<file path="config.mk">
export PLATFORM = sky130hd
export DESIGN_NAME = two_stage_wdt
export DESIGN_NICKNAME = d
export VERILOG_FILES = /design/src/rtl/wdt_pkg.sv /design/src/rtl/wdt_bus_decode.sv /design/src/rtl/wdt_offset_reg.sv /design/src/rtl/wdt_compare.sv /design/src/rtl/wdt_fsm.sv /design/src/rtl/two_stage_wdt.sv
export SDC_FILE = /design/constraint.sdc
export NUM_CORES = 1
export LEC_CHECK = 0
export BUFFER_PORTS_ARGS = -buffer_cell sky130_fd_sc_hd__buf_2
export CAP_MARGIN = 20
export CELL_PAD_IN_SITES_DETAIL_PLACEMENT = 0
export CELL_PAD_IN_SITES_GLOBAL_PLACEMENT = 1
export CORE_ASPECT_RATIO = 0.5
export CORE_MARGIN = 2
export CORE_UTILIZATION = 45
export DETAILED_ROUTE_END_ITERATION = 7
export PLACE_DENSITY = 0.84
export SLEW_MARGIN = 20
export SYNTH_ARGS = -nofsm -noshare
export SYNTH_HDL_FRONTEND = slang
export SYNTH_HIERARCHICAL = 1
export SYNTH_SLANG_ARGS = --single-unit
</file>
<file path="constraint.sdc">
create_clock -name clk -period 5.2 [get_ports clk]
set_input_delay 0.52 -clock clk [delete_from_list [all_inputs] [get_ports clk]]
set_output_delay 0.52 -clock clk [all_outputs]
set_load 0.05 [all_outputs]
</file>
<file path="src/rtl/wdt_pkg.sv">
package wdt_pkg;

    typedef enum logic [1:0] {
        ST_IDLE    = 2'd0,
        ST_ARMED   = 2'd1,
        ST_ALERT   = 2'd2,
        ST_TRIPPED = 2'd3
    } wdt_state_e;

    // control frame word addresses
    localparam int unsigned A_CTRL   = 32'h000;
    localparam int unsigned A_OFF_LO = 32'h008;
    localparam int unsigned A_OFF_HI = 32'h00C;
    localparam int unsigned A_CMP_LO = 32'h010;
    localparam int unsigned A_CMP_HI = 32'h014;
    // service frame
    localparam int unsigned A_KICK   = 32'h000;
    // both frames
    localparam int unsigned A_IDENT  = 32'hFCC;

    localparam int unsigned IDENT_SHIFT = 16;

    function automatic int unsigned offset_width(input int unsigned ver);
        return (ver == 0) ? 32 : 48;
    endfunction

endpackage

</file>
<file path="src/rtl/wdt_bus_decode.sv">
module wdt_bus_decode
    import wdt_pkg::*;
#(
    parameter int unsigned VERSION = 1,
    parameter int unsigned DATA_W  = 32,
    parameter int unsigned ADDR_W  = 12,
    parameter int unsigned CNT_W   = 64
) (
    input  logic              bus_en,
    input  logic              bus_we,
    input  logic              bus_frame,
    input  logic [ADDR_W-1:0] bus_addr,
    input  logic              enabled,
    input  logic              ws0,
    input  logic              ws1,
    input  logic [CNT_W-1:0]  off_q,
    input  logic [CNT_W-1:0]  cmp_q,
    output logic              wr_kick,
    output logic              wr_ctrl,
    output logic              wr_off_lo,
    output logic              wr_off_hi,
    output logic              wr_cmp_lo,
    output logic              wr_cmp_hi,
    output logic [DATA_W-1:0] rdata
);

    localparam logic [DATA_W-1:0] IDENT_WORD = DATA_W'((VERSION & 32'hF) << IDENT_SHIFT);

    logic wr_any;
    logic in_ctrl;

    assign wr_any  = bus_en & bus_we;
    assign in_ctrl = ~bus_frame;

    assign wr_kick   = wr_any & bus_frame & (bus_addr == ADDR_W'(A_KICK));
    assign wr_ctrl   = wr_any & in_ctrl & (bus_addr == ADDR_W'(A_CTRL));
    assign wr_off_lo = wr_any & in_ctrl & (bus_addr == ADDR_W'(A_OFF_LO));
    assign wr_off_hi = wr_any & in_ctrl & (bus_addr == ADDR_W'(A_OFF_HI));
    assign wr_cmp_lo = wr_any & in_ctrl & (bus_addr == ADDR_W'(A_CMP_LO));
    assign wr_cmp_hi = wr_any & in_ctrl & (bus_addr == ADDR_W'(A_CMP_HI));

    always_comb begin
        rdata = '0;
        if (bus_frame) begin
            if (bus_addr == ADDR_W'(A_IDENT)) begin
                rdata = IDENT_WORD;
            end
        end else begin
            case (bus_addr)
                ADDR_W'(A_CTRL):   rdata = DATA_W'({ws1, ws0, enabled});
                ADDR_W'(A_OFF_LO): rdata = off_q[DATA_W-1:0];
                ADDR_W'(A_OFF_HI): rdata = off_q[2*DATA_W-1:DATA_W];
                ADDR_W'(A_CMP_LO): rdata = cmp_q[DATA_W-1:0];
                ADDR_W'(A_CMP_HI): rdata = cmp_q[2*DATA_W-1:DATA_W];
                ADDR_W'(A_IDENT):  rdata = IDENT_WORD;
                default:           rdata = '0;
            endcase
        end
    end

endmodule

</file>
<file path="src/rtl/wdt_offset_reg.sv">
module wdt_offset_reg
    import wdt_pkg::*;
#(
    parameter int unsigned VERSION = 1,
    parameter int unsigned DATA_W  = 32,
    parameter int unsigned CNT_W   = 64
) (
    input  logic              clk,
    input  logic              rst_n,
    input  logic              wr_lo,
    input  logic              wr_hi,
    input  logic [DATA_W-1:0] wdata,
    output logic [CNT_W-1:0]  off_q,
    output logic [CNT_W-1:0]  off_next
);

    localparam int unsigned OFF_W = offset_width(VERSION);

    logic [OFF_W-1:0] off_r;
    logic [OFF_W-1:0] off_nx;

    generate
        if (OFF_W > DATA_W) begin : g_wide
            always_comb begin
                off_nx = off_r;
                if (wr_lo) begin
                    off_nx[DATA_W-1:0] = wdata;
                end
                if (wr_hi) begin
                    off_nx[OFF_W-1:DATA_W] = wdata[OFF_W-DATA_W-1:0];
                end
            end
        end else begin : g_narrow
            always_comb begin
                off_nx = off_r;
                if (wr_lo) begin
                    off_nx = wdata[OFF_W-1:0];
                end
            end
        end
    endgenerate

    always_ff @(posedge clk) begin
        if (!rst_n) begin
            off_r <= '0;
        end else begin
            off_r <= off_nx;
        end
    end

    assign off_q    = {{(CNT_W-OFF_W){1'b0}}, off_r};
    assign off_next = {{(CNT_W-OFF_W){1'b0}}, off_nx};

endmodule

</file>
<file path="src/rtl/wdt_compare.sv">
module wdt_compare #(
    parameter int unsigned DATA_W = 32,
    parameter int unsigned CNT_W  = 64
) (
    input  logic              clk,
    input  logic              rst_n,
    input  logic [CNT_W-1:0]  sys_cnt,
    input  logic [CNT_W-1:0]  off_next,
    input  logic              refresh,
    input  logic              stage_load,
    input  logic              wr_lo,
    input  logic              wr_hi,
    input  logic [DATA_W-1:0] wdata,
    output logic [CNT_W-1:0]  cmp_q,
    output logic              reached
);

    logic [CNT_W-1:0] reload_val;

    assign reload_val = sys_cnt + off_next;
    assign reached    = (sys_cnt >= cmp_q);

    always_ff @(posedge clk) begin
        if (!rst_n) begin
            cmp_q <= '0;
        end else if (refresh) begin
            cmp_q <= reload_val;
        end else if (wr_lo) begin
            cmp_q[DATA_W-1:0] <= wdata;
        end else if (wr_hi) begin
            cmp_q[CNT_W-1:DATA_W] <= wdata;
        end else if (stage_load) begin
            cmp_q <= reload_val;
        end
    end

endmodule

</file>
<file path="src/rtl/wdt_fsm.sv">
module wdt_fsm
    import wdt_pkg::*;
(
    input  logic clk,
    input  logic rst_n,
    input  logic ctrl_wr,
    input  logic ctrl_en_bit,
    input  logic refresh,
    input  logic reached,
    output logic enabled,
    output logic ws0,
    output logic ws1,
    output logic stage_load
);

    wdt_state_e state_q;
    wdt_state_e state_d;
    logic       expire;
    logic       ws1_q;
    logic       ws1_set;

    always_comb begin
        expire     = reached & ~refresh & (state_q != ST_IDLE);
        state_d    = state_q;
        stage_load = 1'b0;
        ws1_set    = 1'b0;
        unique case (state_q)
            ST_IDLE: begin
                state_d = ST_IDLE;
            end
            ST_ARMED: begin
                if (expire) begin
                    state_d    = ST_ALERT;
                    stage_load = 1'b1;
                end
            end
            ST_ALERT: begin
                if (expire) begin
                    state_d = ST_TRIPPED;
                    ws1_set = 1'b1;
                end
            end
            ST_TRIPPED: begin
                state_d = ST_TRIPPED;
            end
        endcase
        if (ctrl_wr) begin
            state_d = ctrl_en_bit ? ST_ARMED : ST_IDLE;
        end else if (refresh && (state_q != ST_IDLE)) begin
            state_d = ST_ARMED;
        end
    end

    always_ff @(posedge clk) begin
        if (!rst_n) begin
            state_q <= ST_IDLE;
            ws1_q   <= 1'b0;
        end else begin
            state_q <= state_d;
            if (ws1_set) begin
                ws1_q <= 1'b1;
            end
        end
    end

    always_comb begin
        enabled = (state_q != ST_IDLE);
        ws0     = (state_q == ST_ALERT) || (state_q == ST_TRIPPED);
        ws1     = ws1_q;
    end

endmodule

</file>
<file path="src/rtl/two_stage_wdt.sv">
module two_stage_wdt
    import wdt_pkg::*;
#(
    parameter int unsigned VERSION = 1,
    parameter int unsigned DATA_W  = 32,
    parameter int unsigned ADDR_W  = 12,
    parameter int unsigned CNT_W   = 64
) (
    input  logic              clk,
    input  logic              rst_n,
    input  logic [CNT_W-1:0]  sys_cnt,
    input  logic              bus_en,
    input  logic              bus_we,
    input  logic              bus_frame,
    input  logic [ADDR_W-1:0] bus_addr,
    input  logic [DATA_W-1:0] bus_wdata,
    output logic [DATA_W-1:0] bus_rdata,
    output logic              ws0_irq,
    output logic              ws1_rst
);

    logic             wr_kick, wr_ctrl, wr_off_lo, wr_off_hi, wr_cmp_lo, wr_cmp_hi;
    logic             enabled, ws0, ws1, stage_load, reached, refresh;
    logic [CNT_W-1:0] off_q, off_next, cmp_q;

    assign refresh = wr_kick | wr_ctrl | ((wr_off_lo | wr_off_hi) & enabled);

    wdt_bus_decode #(
        .VERSION(VERSION), .DATA_W(DATA_W), .ADDR_W(ADDR_W), .CNT_W(CNT_W)
    ) u_dec (
        .bus_en(bus_en), .bus_we(bus_we), .bus_frame(bus_frame), .bus_addr(bus_addr),
        .enabled(enabled), .ws0(ws0), .ws1(ws1), .off_q(off_q), .cmp_q(cmp_q),
        .wr_kick(wr_kick), .wr_ctrl(wr_ctrl), .wr_off_lo(wr_off_lo), .wr_off_hi(wr_off_hi),
        .wr_cmp_lo(wr_cmp_lo), .wr_cmp_hi(wr_cmp_hi), .rdata(bus_rdata)
    );

    wdt_offset_reg #(
        .VERSION(VERSION), .DATA_W(DATA_W), .CNT_W(CNT_W)
    ) u_off (
        .clk(clk), .rst_n(rst_n), .wr_lo(wr_off_lo), .wr_hi(wr_off_hi),
        .wdata(bus_wdata), .off_q(off_q), .off_next(off_next)
    );

    wdt_compare #(
        .DATA_W(DATA_W), .CNT_W(CNT_W)
    ) u_cmp (
        .clk(clk), .rst_n(rst_n), .sys_cnt(sys_cnt), .off_next(off_next),
        .refresh(refresh), .stage_load(stage_load), .wr_lo(wr_cmp_lo), .wr_hi(wr_cmp_hi),
        .wdata(bus_wdata), .cmp_q(cmp_q), .reached(reached)
    );

    wdt_fsm u_fsm (
        .clk(clk), .rst_n(rst_n), .ctrl_wr(wr_ctrl), .ctrl_en_bit(bus_wdata[0]),
        .refresh(refresh), .reached(reached), .enabled(enabled), .ws0(ws0), .ws1(ws1),
        .stage_load(stage_load)
    );

    assign ws0_irq = ws0;
    assign ws1_rst = ws1;

endmodule

</file>
==> PnR_summary.wiki, run 1 <==
{| class="wikitable"
! Metric !! Value
|-
| Synthesized area divided by synthesized cell count || just under 8 µm²
|-
| Remaining max-slew budget at the tightest pin || 0.295
|-
| CP max stage cell || sky130_fd_sc_hd__o31ai_2
|-
| Top cell type by total area after synthesis || sky130_fd_sc_hd__dfxtp_1
|-
| Clock input transition at the sequential cells of the worst setup and hold paths || about 0.060 ns
|-
| Final routed DRC violation total || 0
|-
| Dominant synthesized flop cell || sky130_fd_sc_hd__dfxtp_1
|-
| Depth of the most critical reg-to-reg path || 20
|-
| Total iterations of the first detailed-routing run || 5
|-
| RSZ-0062 raised after global routing || false
|-
| Total core area || between 20000 and 30000 µm²
|-
| H-tree Lvls || 4
|-
| Number of flip-flops and latches in the synthesized netlist || between 100 and 150
|-
| Number of clock sinks || ~120
|-
| Final Instance Area || roughly 14000 µm²
|-
| Count of cell instances traversed by the critical path || 20
|-
| Sum of routed wire length over all layers || between 40000 and 50000 µm
|-
| Power consumption || around 2.7 mW
|-
| Vert. Die Dim || approximately 120 µm
|-
| Via count of the first global-routing pass || 11400
|-
| Highest achievable clock rate || between 200 and 250 MHz
|-
| CP Data Required Time || 5.52 ns
|-
| Dominant delay contributor by cell family on the critical path || simple AND/OR/NAND/NOR gates
|-
| Hold bufs inserted after CTS || 0
|-
| CP Cell Sequence || inv_1 -> ha_1 -> a21o_1 -> a21o_1 -> a21oi_1 -> o21ai_0 -> nand3_1 -> nand2_1 -> o21ai_0 -> o21ai_0 -> a211oi_2 -> o31ai_2 -> nor3b_1 -> and2_1 -> nor2_1 -> nor2_1 -> or2_2 -> nand3_1 -> mux2i_1 -> nor3_1
|-
| Worst hold path class || input pin to flop
|-
| # diodes || 0
|-
| Switching Fraction || 0.278
|-
| Total vias in the final route || 12300
|-
| Critical path type || flop to flop
|-
| Non-filler cells in the finished layout || between 2000 and 2500
|-
| Post-CTS Resized || 0
|-
| Port bufs || approximately 150
|-
| Most prevalent standard cell on the critical path || sky130_fd_sc_hd__o21ai_0
|-
| Power per standard cell area || 198 nW/µm²
|-
| Slew @ Worst Pin || 1.06 ns
|-
| Count of flip-flops with a built-in enable after synthesis || 0
|-
| Combinational share of power || 0.172
|-
| Detailed placement HPWL || 33700 µm
|-
| Number of warnings printed during yosys synthesis || 6
|-
| R2R Path End || u_cmp/cmp_q[61]
|-
| Fraction of post-synthesis cell area in the top cell type by area || 0.191
|-
| Initial Utilization || 0.457
|-
| R2r setup slk || between 0.3 and 0.4 ns
|-
| Worst EP arrival || about 5.1 ns
|-
| TritonCTS buffer count || 17
|-
| Area growth, synth to finish || 13.1%
|-
| Cell internal pwr || between 1.5 and 2 mW
|-
| Number of nets in the layout || 1916
|-
| Setup slack of the critical path after layout || between 0.3 and 0.4 ns
|-
| Mean routed wirelength per cell || 21.6 µm
|-
| 1st-iter DRT viols || around 1300
|-
| Clk buf depth || 2
|-
| Endpoint type of the worst setup path || flop
|-
| Run status || complete, no violations
|-
| CP endpoint || u_cmp/cmp_q[61]
|-
| Final hold viol count || 0
|-
| Grt total ovfl || 0
|-
| Layout cells sized above 1 || 0.171
|-
| Critical Path Source Type || flop
|-
| Clock tree from TritonCTS || done
|-
| CP Buf/Inv Count || 1
|-
| Top area cells in the synthesized netlist || sky130_fd_sc_hd__dfxtp_1 (19%), sky130_fd_sc_hd__ha_1 (13%), sky130_fd_sc_hd__a21oi_1 (5.9%), sky130_fd_sc_hd__mux2i_1 (5.1%), sky130_fd_sc_hd__mux2_4 (5.0%)
|-
| Final Skew || between 0.009 and 0.01 ns
|-
| Cell at the root of the clock tree || sky130_fd_sc_hd__clkbuf_16
|-
| Number of instances in the synthesized netlist || about 1600
|-
| Number of distinct standard cells referenced by the synthesized netlist || 72
|-
| Pin count of the biggest net entering global routing || 79
|-
| Leakage power summed over all cells || a little under 6 nW
|-
| Delay of the slowest cell on the worst path || approximately 0.66 ns
|-
| Detail-routed via count per cell || around 6
|-
| Total placed instance area || approximately 13000 µm²
|-
| Pre-CTS worst setup slack || -0.123 ns
|-
| Final setup violation count || 0
|-
| Count of placed standard cells including taps || approximately 2000
|-
| Routed Antenna Nets || 0
|-
| Startpoint of the most critical setup path || u_cmp/cmp_q[25]
|-
| Max cap viols || 0
|-
| Share of flip-flops with an asynchronous set or reset after synthesis || 0
|-
| Clock latency on the worst-skew pair || 0.44 ns
|-
| GRT Resource Usage Total || 0.308
|-
| Worst reg2reg startpoint || u_cmp/cmp_q[25]
|-
| Final critical delay including setup and external delays || between 4 and 5 ns
|-
| Final Wtd Congestion || 0.981
|-
| Peak supply drop || around 0.21 mV
|-
| Die area || roughly 28000 µm²
|-
| Cell Area, Synth || approximately 12000 µm²
|-
| Psw || about 0.75 mW
|-
| Clk network pwr share || 0.502
|-
| Standard-cell row count || between 40 and 50
|-
| Final worst path period share || 0.924
|-
| Fin util || 0.517
|-
| Share of power burned in registers || 0.325
|-
| First-pass GRT wire length || around 67000 µm
|-
| Slew Limit Fails || 0
|-
| Fraction of the yosys area taken by sequential cells || 0.191
|-
| Antenna violations before repair || 0
|-
| I/O Pins || about 150
|-
| Peak fanout along the critical path || 25
|-
| Die width || ~240 µm
|-
| Post-CTS Repair Setup Buffers || 0
|}
==> power groups by stage <==
stage               logic (mW)  clock network, mW  registers, mW
floorplan                0.299                  0          0.901
global placement         0.439                  0          0.901
detailed placement       0.444                  0          0.901
CTS                      0.447               1.37          0.881
global route             0.508               1.40          0.881
finish                   0.467               1.36          0.881
==> layout by cell type (no fill, tap or decap), types with 11 or more instances in the layout <==
cell type | synthesis | final
sky130_fd_sc_hd__a311oi_1 | 18 | 18
sky130_fd_sc_hd__o21ai_0 | 90 | 90
sky130_fd_sc_hd__o22ai_1 | 32 | 32
sky130_fd_sc_hd__nand2b_1 | 16 | 16
sky130_fd_sc_hd__o21bai_1 | 15 | 15
sky130_fd_sc_hd__and2_1 | 79 | 79
sky130_fd_sc_hd__nand3_1 | 30 | 30
sky130_fd_sc_hd__dfxtp_1 | 115 | 115
sky130_fd_sc_hd__a211oi_1 | 17 | 16
sky130_fd_sc_hd__xor2_1 | 21 | 21
sky130_fd_sc_hd__mux2_4 | 40 | 40
sky130_fd_sc_hd__buf_4 | 33 | 30
sky130_fd_sc_hd__ha_1 | 127 | 127
sky130_fd_sc_hd__xnor2_1 | 31 | 31
sky130_fd_sc_hd__nor2b_1 | 13 | 11
sky130_fd_sc_hd__clkbuf_16 | 0 | 17
sky130_fd_sc_hd__buf_2 | 12 | 145
sky130_fd_sc_hd__conb_1 | 1 | 32
sky130_fd_sc_hd__nand2_1 | 143 | 143
sky130_fd_sc_hd__a221oi_1 | 17 | 17
sky130_fd_sc_hd__nor2_1 | 109 | 107
sky130_fd_sc_hd__nand4_1 | 34 | 34
sky130_fd_sc_hd__mux2i_1 | 62 | 62
sky130_fd_sc_hd__inv_1 | 83 | 83
sky130_fd_sc_hd__a31oi_1 | 16 | 16
sky130_fd_sc_hd__nor3_1 | 37 | 37
sky130_fd_sc_hd__a21oi_1 | 143 | 143
sky130_fd_sc_hd__mux2_2 | 13 | 13
sky130_fd_sc_hd__a21o_1 | 34 | 34
==> registers in the layout, indices dropped and copies added (netlist names) <==
| register | flops |
|---|---|
| u_cmp/cmp_q | 64 |
| u_fsm/state_q | 2 |
| u_fsm/ws1 | 1 |
| u_off/off_r | 48 |
==> cell usage after synthesis, drive strengths merged (32+ instances only) <==
master / count
nand4: 35
buf: 57
nor2: 109
nor3: 37
a21oi: 144
mux2: 53
a21o: 34
o21ai: 100
mux2i: 62
and2: 82
o22ai: 32
ha: 127
clkbuf: 61
nand2: 143
dfxtp: 115
inv: 83
==> worst register-to-register path: stages, from the launching register on <==
cell and delay (ns):
sky130_fd_sc_hd__dfxtp_1 0.35, sky130_fd_sc_hd__inv_1 0.05, sky130_fd_sc_hd__ha_1 0.29, sky130_fd_sc_hd__a21o_1 0.12, sky130_fd_sc_hd__a21o_1 0.11, sky130_fd_sc_hd__a21oi_1 0.06
sky130_fd_sc_hd__o21ai_0 0.28, sky130_fd_sc_hd__nand3_1 0.12, sky130_fd_sc_hd__nand2_1 0.20, sky130_fd_sc_hd__o21ai_0 0.16, sky130_fd_sc_hd__o21ai_0 0.26, sky130_fd_sc_hd__a211oi_2 0.22
sky130_fd_sc_hd__o31ai_2 0.66, sky130_fd_sc_hd__nor3b_1 0.30, sky130_fd_sc_hd__and2_1 0.19, sky130_fd_sc_hd__nor2_1 0.04, sky130_fd_sc_hd__nor2_1 0.22, sky130_fd_sc_hd__or2_2 0.59
sky130_fd_sc_hd__nand3_1 0.17, sky130_fd_sc_hd__mux2i_1 0.22, sky130_fd_sc_hd__nor3_1 0.07
==> through the flow <==
step / setup TNS [ns] / hold slack (ns)
floorplan: 0 / 0.458
global placement: -0.656 / 0.474
detailed placement: -0.892 / 0.487
CTS: 0 / 0.362
global route: 0 / 0.386
finish: 0 / 0.383
==> worst min path at each step <==
stage / slack (ns) / to / startpoint / cells past startpoint
final: 0.38 / u_cmp/cmp_q[10] / bus_wdata[10] / 3
after global routing: 0.39 / u_cmp/cmp_q[21] / bus_wdata[21] / 3
after CTS: 0.36 / u_cmp/cmp_q[10] / bus_wdata[10] / 3
after detailed placement: 0.49 / u_fsm/ws1 / u_fsm/ws1 / 1
after global placement: 0.47 / u_fsm/ws1 / u_fsm/ws1 / 1
after floorplan: 0.46 / u_cmp/cmp_q[36] / u_cmp/cmp_q[36] / 2
==> kinds of logic (layout without fill, tap and decap cells) <==
group / count (synthesis) / in the layout / synth area share
compound gates: 448 / 448 / 0.233
mux: 115 / 115 / 0.113
simple gates: 505 / 505 / 0.208
xor+xnor: 52 / 52 / 0.0377
fa+ha+maj: 128 / 128 / 0.133
buf+inv: 202 / 293 / 0.0829
flops: 115 / 115 / 0.191
other cells: 1 / 32 / 0.000311
==> area by class of cell <==
class | count | area, µm²
inverter | 84 | 315
clock buffer | 23 | 488
fill | 2630 | 12700
clock inverter | 9 | 174
multi-input combinational | 1280 | 8930
tap | 352 | 440
timing repair buffer | 177 | 991
sequential | 115 | 2300
==> metal layers <==
metal	wire length, µm	share of wire	GRT usage
met4	739	0.017	0.0677
met5	0	0	0
met1	21400	0.49	0.453
met3	3660	0.083	0.0584
met2	18300	0.41	0.461
(Power assumes the default switching activity.)
==> inputs of run 2 (changes only) <==
Settings changed: ABC_AREA from default to 1, CORE_UTILIZATION 45 to 42.
==> PnR_summary.wiki, run 2 <==
{| class="wikitable"
! Metric !! Value
|-
| Run status || complete, no violations
|-
| Fraction of the yosys area taken by sequential cells || 0.154
|-
| Fraction of post-synthesis cell area in the top cell type by area || 0.219
|-
| Most frequent standard cell in the layout excluding fill and tap cells || sky130_fd_sc_hd__nand2_1
|-
| Detailed placement HPWL || about 53000 µm
|-
| Most used routing layer || met2
|-
| Most prevalent standard cell on the critical path || sky130_fd_sc_hd__a21oi_1
|-
| Cell at the root of the clock tree || sky130_fd_sc_hd__clkbuf_16
|-
| Final hold viol count || 0
|-
| Top library cells by usage in the layout, fill and taps aside || sky130_fd_sc_hd__nand2_1 (869), sky130_fd_sc_hd__inv_1 (565), sky130_fd_sc_hd__nand3_1 (229)
|-
| Die area || about 37000 µm²
|-
| Number of nets in the layout || 3066
|-
| Slew Limit Fails || 0
|-
| Layout cells sized above 1 || 0.140
|-
| Vert. Die Dim || between 100 and 150 µm
|-
| Final critical delay including setup and external delays || 4.12 ns
|-
| Count of flip-flops with a built-in enable after synthesis || 0
|-
| Standard-cell row count || 48
|-
| Synthesized area divided by synthesized cell count || between 5 and 6 µm²
|-
| I/O Pins || approximately 150
|-
| Detail-routed via count per cell || slightly above 5
|-
| Top cell type by total area after synthesis || sky130_fd_sc_hd__nand2_1
|-
| Share of flip-flops with an asynchronous set or reset after synthesis || 0
|-
| Highest achievable clock rate || roughly 240 MHz
|-
| Met2 demand-to-capacity share in global routing || 0.530
|-
| Final routed DRC violation total || 0
|-
| Leakage power summed over all cells || roughly 9.5 nW
|-
| H-tree Lvls || 4
|-
| Filler cell count || 3928
|-
| Total core area || between 30000 and 40000 µm²
|-
| Remaining max-slew budget at the tightest pin || 0.440
|-
| Number of instances in the synthesized netlist || 2716
|-
| GRT Resource Usage Total || 0.341
|-
| Area growth, synth to finish || 10.7%
|-
| Via count of the first global-routing pass || 14800
|-
| Final setup violation count || 0
|-
| Power consumption || 2.72 mW
|-
| Non-filler cells in the finished layout || 3313
|-
| Routed Antenna Nets || 0
|-
| Final Wtd Congestion || 1.03
|-
| Top area cells in the synthesized netlist || sky130_fd_sc_hd__nand2_1 (22%), sky130_fd_sc_hd__dfxtp_1 (15%), sky130_fd_sc_hd__inv_1 (14%), sky130_fd_sc_hd__ha_1 (11%), sky130_fd_sc_hd__nand3_1 (7.7%)
|-
| Endpoint type of the worst setup path || flop
|-
| Clk buf depth || 2
|-
| Hold bufs inserted after CTS || 0
|-
| # diodes || 0
|-
| Number of warnings printed during yosys synthesis || 6
|-
| Register containing the most flip-flops in the final layout || u_cmp/cmp_q
|-
| Clk network pwr share || 0.494
|-
| Clock input transition at the sequential cells of the worst setup and hold paths || 0.06 ns
|-
| Slew @ Worst Pin || approximately 0.84 ns
|-
| Post-CTS Resized || 0
|-
| Peak fanout along the critical path || a little under 50
|-
| Accumulated negative setup slack || 0 ns
|-
| Switching Fraction || 0.302
|-
| RSZ-0062 raised after global routing || false
|-
| Pin count of the biggest net entering global routing || 70
|-
| Global routing usage on met3 || 0.0570
|-
| Combinational share of power || 0.182
|-
| Commonest cells in the synthesized netlist || sky130_fd_sc_hd__nand2_1 (869), sky130_fd_sc_hd__inv_1 (567), sky130_fd_sc_hd__nand3_1 (229)
|-
| Count of placed standard cells including taps || 3281
|-
| Total vias in the final route || about 17000
|-
| Total placed instance area || 15900 µm²
|-
| CP max stage cell || sky130_fd_sc_hd__buf_4
|-
| Fraction of met1 tracks used by global routing || 0.487
|-
| Registers with the most flip-flops || u_cmp/cmp_q (64), u_off/off_r (48), u_fsm/state_q (2)
|-
| Flip-flop count of the largest register, all copies and words added || 64
|-
| TritonCTS buffer count || 17
|-
| Cell Area, Synth || ~15000 µm²
|-
| First-pass GRT wire length || roughly 93000 µm
|-
| Share of power burned in registers || 0.324
|-
| Final worst path period share || 0.792
|-
| Number of flip-flops and latches in the synthesized netlist || around 120
|-
| Psw || a little over 0.8 mW
|-
| Total iterations of the first detailed-routing run || 7
|-
| Clock latency on the worst-skew pair || approximately 0.44 ns
|-
| CP Cell Sequence || inv_1 -> ha_1 -> a21oi_1 -> o21a_1 -> o221ai_1 -> a21o_1 -> a21oi_1 -> nand3_1 -> nand2_1 -> nor2_1 -> or2_2 -> a21oi_4 -> buf_4 -> a21oi_1 -> o21ai_0 -> a21oi_1
|-
| Dominant synthesized flop cell || sky130_fd_sc_hd__dfxtp_1
|-
| Delay of the slowest cell on the worst path || about 0.49 ns
|-
| Count leader, synth || sky130_fd_sc_hd__nand2_1
|-
| Critical path type || flop to flop
|-
| Fin util || 0.476
|-
| Max cap viols || 0
|-
| Antenna violations before repair || 1
|-
| CP Data Required Time || between 5 and 6 ns
|-
| Critical Path Source Type || flop
|-
| Number of distinct standard cells referenced by the synthesized netlist || a little under 50
|-
| Power per standard cell area || 165 nW/µm²
|-
| Final Instance Area || around 17000 µm²
|-
| Sum of routed wire length over all layers || about 64000 µm
|-
| Grt total ovfl || 0
|-
| 1st-iter DRT viols || approximately 2000
|-
| Die width || between 200 and 300 µm
|-
| Clock tree from TritonCTS || done
|-
| Worst EP arrival || ~4.4 ns
|-
| Port bufs || 146
|-
| Mean routed wirelength per cell || 19.4 µm
|-
| Peak supply drop || between 0.2 and 0.3 mV
|-
| Initial Utilization || 0.430
|-
| Cell internal pwr || between 1.5 and 2 mW
|-
| Worst hold path class || input pin to flop
|-
| Final Skew || between 0.01 and 0.015 ns
|-
| Post-CTS Repair Setup Buffers || 0
|-
| Number of clock sinks || approximately 120
|}
-- run 2: cell types whose count changed after synthesis, moves of 42 or more --
| cell | before | now |
|---|---|---|
| sky130_fd_sc_hd__nand2_1 | 143 | 869 |
| sky130_fd_sc_hd__inv_1 | 83 | 567 |
| sky130_fd_sc_hd__nand3_1 | 30 | 229 |
| sky130_fd_sc_hd__nand2_2 | 0 | 93 |
| sky130_fd_sc_hd__nor2_1 | 109 | 193 |
| sky130_fd_sc_hd__and2_1 | 79 | 3 |
| sky130_fd_sc_hd__nor2_2 | 0 | 69 |
| sky130_fd_sc_hd__mux2i_1 | 62 | 0 |
| sky130_fd_sc_hd__o21ai_0 | 90 | 44 |
| sky130_fd_sc_hd__clkbuf_1 | 61 | 19 |
-- run 2: critical path: cells and delay by family, from the launching register on --
kind	cells	cell delay (ns)
flip-flops	1	0.46
adder cells (fa/ha/maj)	1	0.32
buffers and inverters	2	0.66
AO/OA/AOI/OAI	9	1.66
AND/OR/NAND/NOR	4	0.80
-- run 2: path summary, 6_finish.rpt --
kind | from | end | slack, ns | depth (start not counted)
hold / removal | bus_wdata[0] | u_cmp/cmp_q[0] | 0.41 | 3
hold reg to reg | u_cmp/cmp_q[15] | u_cmp/cmp_q[15] | 0.49 | 2
setup / recovery | u_cmp/cmp_q[33] | u_cmp/cmp_q[26] | 1.08 | 16
setup reg to reg | u_cmp/cmp_q[33] | u_cmp/cmp_q[26] | 1.08 | 16
-- run 2: power by group through the flow --
stage / sequential [mW] / clock (mW) / combinational (mW)
final: 0.881 / 1.35 / 0.495
after global routing: 0.881 / 1.39 / 0.543
after CTS: 0.881 / 1.35 / 0.478
after detailed placement: 0.901 / 0 / 0.476
after global placement: 0.901 / 0 / 0.474
after floorplan: 0.901 / 0 / 0.306
-- run 2: cell families (layout without fill, tap and decap cells) --
family | count (synthesis) | count (layout) | synth area share
adder cells (fa/ha/maj) | 128 | 128 | 0.108
flip-flops | 115 | 115 | 0.154
AO/OA/AOI/OAI | 253 | 253 | 0.0920
XOR/XNOR | 23 | 23 | 0.0135
AND/OR/NAND/NOR | 1514 | 1514 | 0.441
other | 1 | 32 | 0.000251
buffers and inverters | 682 | 773 | 0.191
-- run 2: layout make-up --
| class | count | area (µm²) | area share |
|---|---|---|---|
| well taps | 475 | 594 | 0.0360 |
| repair buffers | 167 | 901 | 0.0545 |
| flip-flops and latches | 115 | 2300 | 0.139 |
| multi-input cells | 1950 | 9920 | 0.600 |
| clock inverters | 13 | 206 | 0.0125 |
| clock buffers | 19 | 443 | 0.0268 |
| inverters | 574 | 2160 | 0.131 |
-- run 2: routing by layer --
metal	part of all wire	routed length, µm
met1	0.46	29600
met2	0.42	27000
met3	0.096	6190
met4	0.024	1540
met5	0	0
-- run 2: metrics by stage --
stage          hold slack [ns]  worst slack, ns
4_1_cts                  0.402             1.22
3_3_place_gp             0.470             1.09
5_1_grt                  0.411            0.952
2_1_floorplan            0.458             1.94
3_5_place_dp             0.478             1.09
6_report                 0.410             1.08
==> inputs of run 3 (changes only) <==
Clock period 5.2 ns to 3.9 ns, I/O delays scaled along.
==> PnR_summary.wiki, run 3 (synthesized netlist as in run 2, its figures left out) <==
{| class="wikitable"
! Metric !! Value
|-
| Total placed instance area || 16500 µm²
|-
| Routed Antenna Nets || 0
|-
| Final worst path period share || 0.968
|-
| Highest achievable clock rate || 265 MHz
|-
| Die area || ~37000 µm²
|-
| Worst EP arrival || a little over 4 ns
|-
| Wire length on met3 || 6780 µm
|-
| Top sig layer || met5
|-
| Cell at the root of the clock tree || sky130_fd_sc_hd__clkbuf_16
|-
| Number of clock sinks || 115
|-
| Detail-routed via count per cell || a little over 5
|-
| Critical path type || flop to flop
|-
| Remaining max-slew budget at the tightest pin || 0.306
|-
| Pin count of the biggest net entering global routing || 70
|-
| Power per standard cell area || 205 nW/µm²
|-
| Post-CTS Repair Setup Buffers || 0
|-
| I/O Pins || about 150
|-
| Antenna violations before repair || 1
|-
| Accumulated negative setup slack || 0 ns
|-
| Slew @ Worst Pin || about 1.0 ns
|-
| Flip-flop count of the largest register, all copies and words added || 64
|-
| Worst hold path class || input pin to flop
|-
| Post-CTS Resized || 0
|-
| Total vias in the final route || around 17000
|-
| Vert. Die Dim || around 140 µm
|-
| Slew Limit Fails || 0
|-
| Non-filler cells in the finished layout || around 3400
|-
| Max cap viols || 0
|-
| Final Instance Area || 17100 µm²
|-
| Grt total ovfl || 0
|-
| Run status || complete, no violations
|-
| Number of nets in the layout || about 3100
|-
| Total iterations of the first detailed-routing run || 6
|-
| GRT Resource Usage Total || 0.347
|-
| Count of placed standard cells including taps || roughly 3300
|-
| Endpoint type of the worst setup path || flop
|-
| Final routed DRC violation total || 0
|-
| Area growth, synth to finish || 14.3%
|-
| Hold bufs inserted after CTS || 0
|-
| Via count of the first global-routing pass || 15200
|-
| Peak supply drop || a little under 0.3 mV
|-
| Critical Path Source Type || flop
|-
| Final Skew || between 0.015 and 0.02 ns
|-
| Sum of routed wire length over all layers || around 65000 µm
|-
| Layout cells sized above 1 || 0.160
|-
| RSZ-0062 raised after global routing || false
|-
| Registers with the most flip-flops || u_cmp/cmp_q (64), u_off/off_r (48), u_fsm/state_q (2)
|-
| Clock tree from TritonCTS || done
|-
| Initial Utilization || 0.430
|-
| Port bufs || about 150
|-
| Top library cells by usage in the layout, fill and taps aside || sky130_fd_sc_hd__nand2_1 (869), sky130_fd_sc_hd__inv_1 (565), sky130_fd_sc_hd__nand3_1 (229)
|-
| # diodes || 0
|-
| Final setup violation count || 0
|-
| Mean routed wirelength per cell || around 19 µm
|-
| Register containing the most flip-flops in the final layout || u_cmp/cmp_q
|-
| Peak fanout along the critical path || 27
|-
| Clock latency on the worst-skew pair || approximately 0.44 ns
|-
| Total core area || approximately 35000 µm²
|-
| Fin util || 0.491
|-
| Most frequent standard cell in the layout excluding fill and tap cells || sky130_fd_sc_hd__nand2_1
|-
| Standard-cell row count || between 40 and 50
|-
| TritonCTS buffer count || 17
|-
| 1st-iter DRT viols || about 1900
|-
| Final critical delay including setup and external delays || 3.78 ns
|-
| Final hold viol count || 0
|-
| Final Wtd Congestion || 1.00
|-
| Clock input transition at the sequential cells of the worst setup and hold paths || 0.06 ns
|-
| Leakage power summed over all cells || roughly 9.9 nW
|-
| Detailed placement HPWL || approximately 54000 µm
|-
| H-tree Lvls || 4
|-
| Die width || approximately 270 µm
|-
| First-pass GRT wire length || around 94000 µm
|-
| Detailed-route wire length on metal 1 || about 30000 µm
|-
| Clk buf depth || 2
|-
| Total met2 wirelength after detailed routing || between 20000 and 30000 µm
|-
| CP Data Required Time || approximately 4.3 ns
|}
## run 3: layout make-up
type	count	area (µm²)
Fill cell	4003	17700
Multi-Input combinational cell	1950	9930
Sequential cell	115	2300
Inverter	574	2160
Timing Repair Buffer	234	1480
Tap cell	475	594
Clock buffer	21	470
Clock inverter	11	128
## run 3: final timing paths
kind	start	end	slack, ns	cells past startpoint
max	u_cmp/cmp_q[55]	u_cmp/cmp_q[47]	0.12	17
min reg2reg	u_cmp/cmp_q[19]	u_cmp/cmp_q[19]	0.49	2
max reg2reg	u_cmp/cmp_q[55]	u_cmp/cmp_q[47]	0.12	17
min	bus_wdata[0]	u_cmp/cmp_q[0]	0.28	3
## run 3: where the power goes
part | leakage, nW | internal, mW | switching, mW
clock | 0.286 | 0.993 | 0.637
sequential | 0.926 | 1.17 | 0.000113
combinational | 8.67 | 0.227 | 0.459
total | 9.88 | 2.40 | 1.10
## run 3: worst max-delay path: stages, from the launching register on
cell and delay (ns):
sky130_fd_sc_hd__dfxtp_1 0.49, sky130_fd_sc_hd__inv_1 0.09, sky130_fd_sc_hd__ha_1 0.30, sky130_fd_sc_hd__nand2_1 0.08
sky130_fd_sc_hd__inv_1 0.05, sky130_fd_sc_hd__nand3_1 0.11, sky130_fd_sc_hd__nor4_2 0.47, sky130_fd_sc_hd__and3_1 0.41
sky130_fd_sc_hd__nand4_1 0.15, sky130_fd_sc_hd__nand3_1 0.18, sky130_fd_sc_hd__nand2_1 0.09, sky130_fd_sc_hd__nor2_1 0.08
sky130_fd_sc_hd__or2_2 0.17, sky130_fd_sc_hd__o21ai_4 0.07, sky130_fd_sc_hd__buf_12 0.18, sky130_fd_sc_hd__a21oi_1 0.47
sky130_fd_sc_hd__nand2_1 0.16, sky130_fd_sc_hd__a21oi_1 0.14
## run 3: routing by layer
layer,track usage,vias up
met3,0.0807,84
met1,0.489,7826
li1,-,8582
met4,0.105,2
met2,0.523,721
met5,0,-
## run 3: stage by stage
stage          worst slack (ns)  hold slack [ns]  power (mW)
2_1_floorplan             0.768            0.458        1.61
5_1_grt                  0.0510            0.292        3.61
3_3_place_gp             0.0515            0.470        1.86
6_report                  0.123            0.284        3.49
3_5_place_dp              0.151            0.477        1.86
4_1_cts                   0.153            0.269        3.48
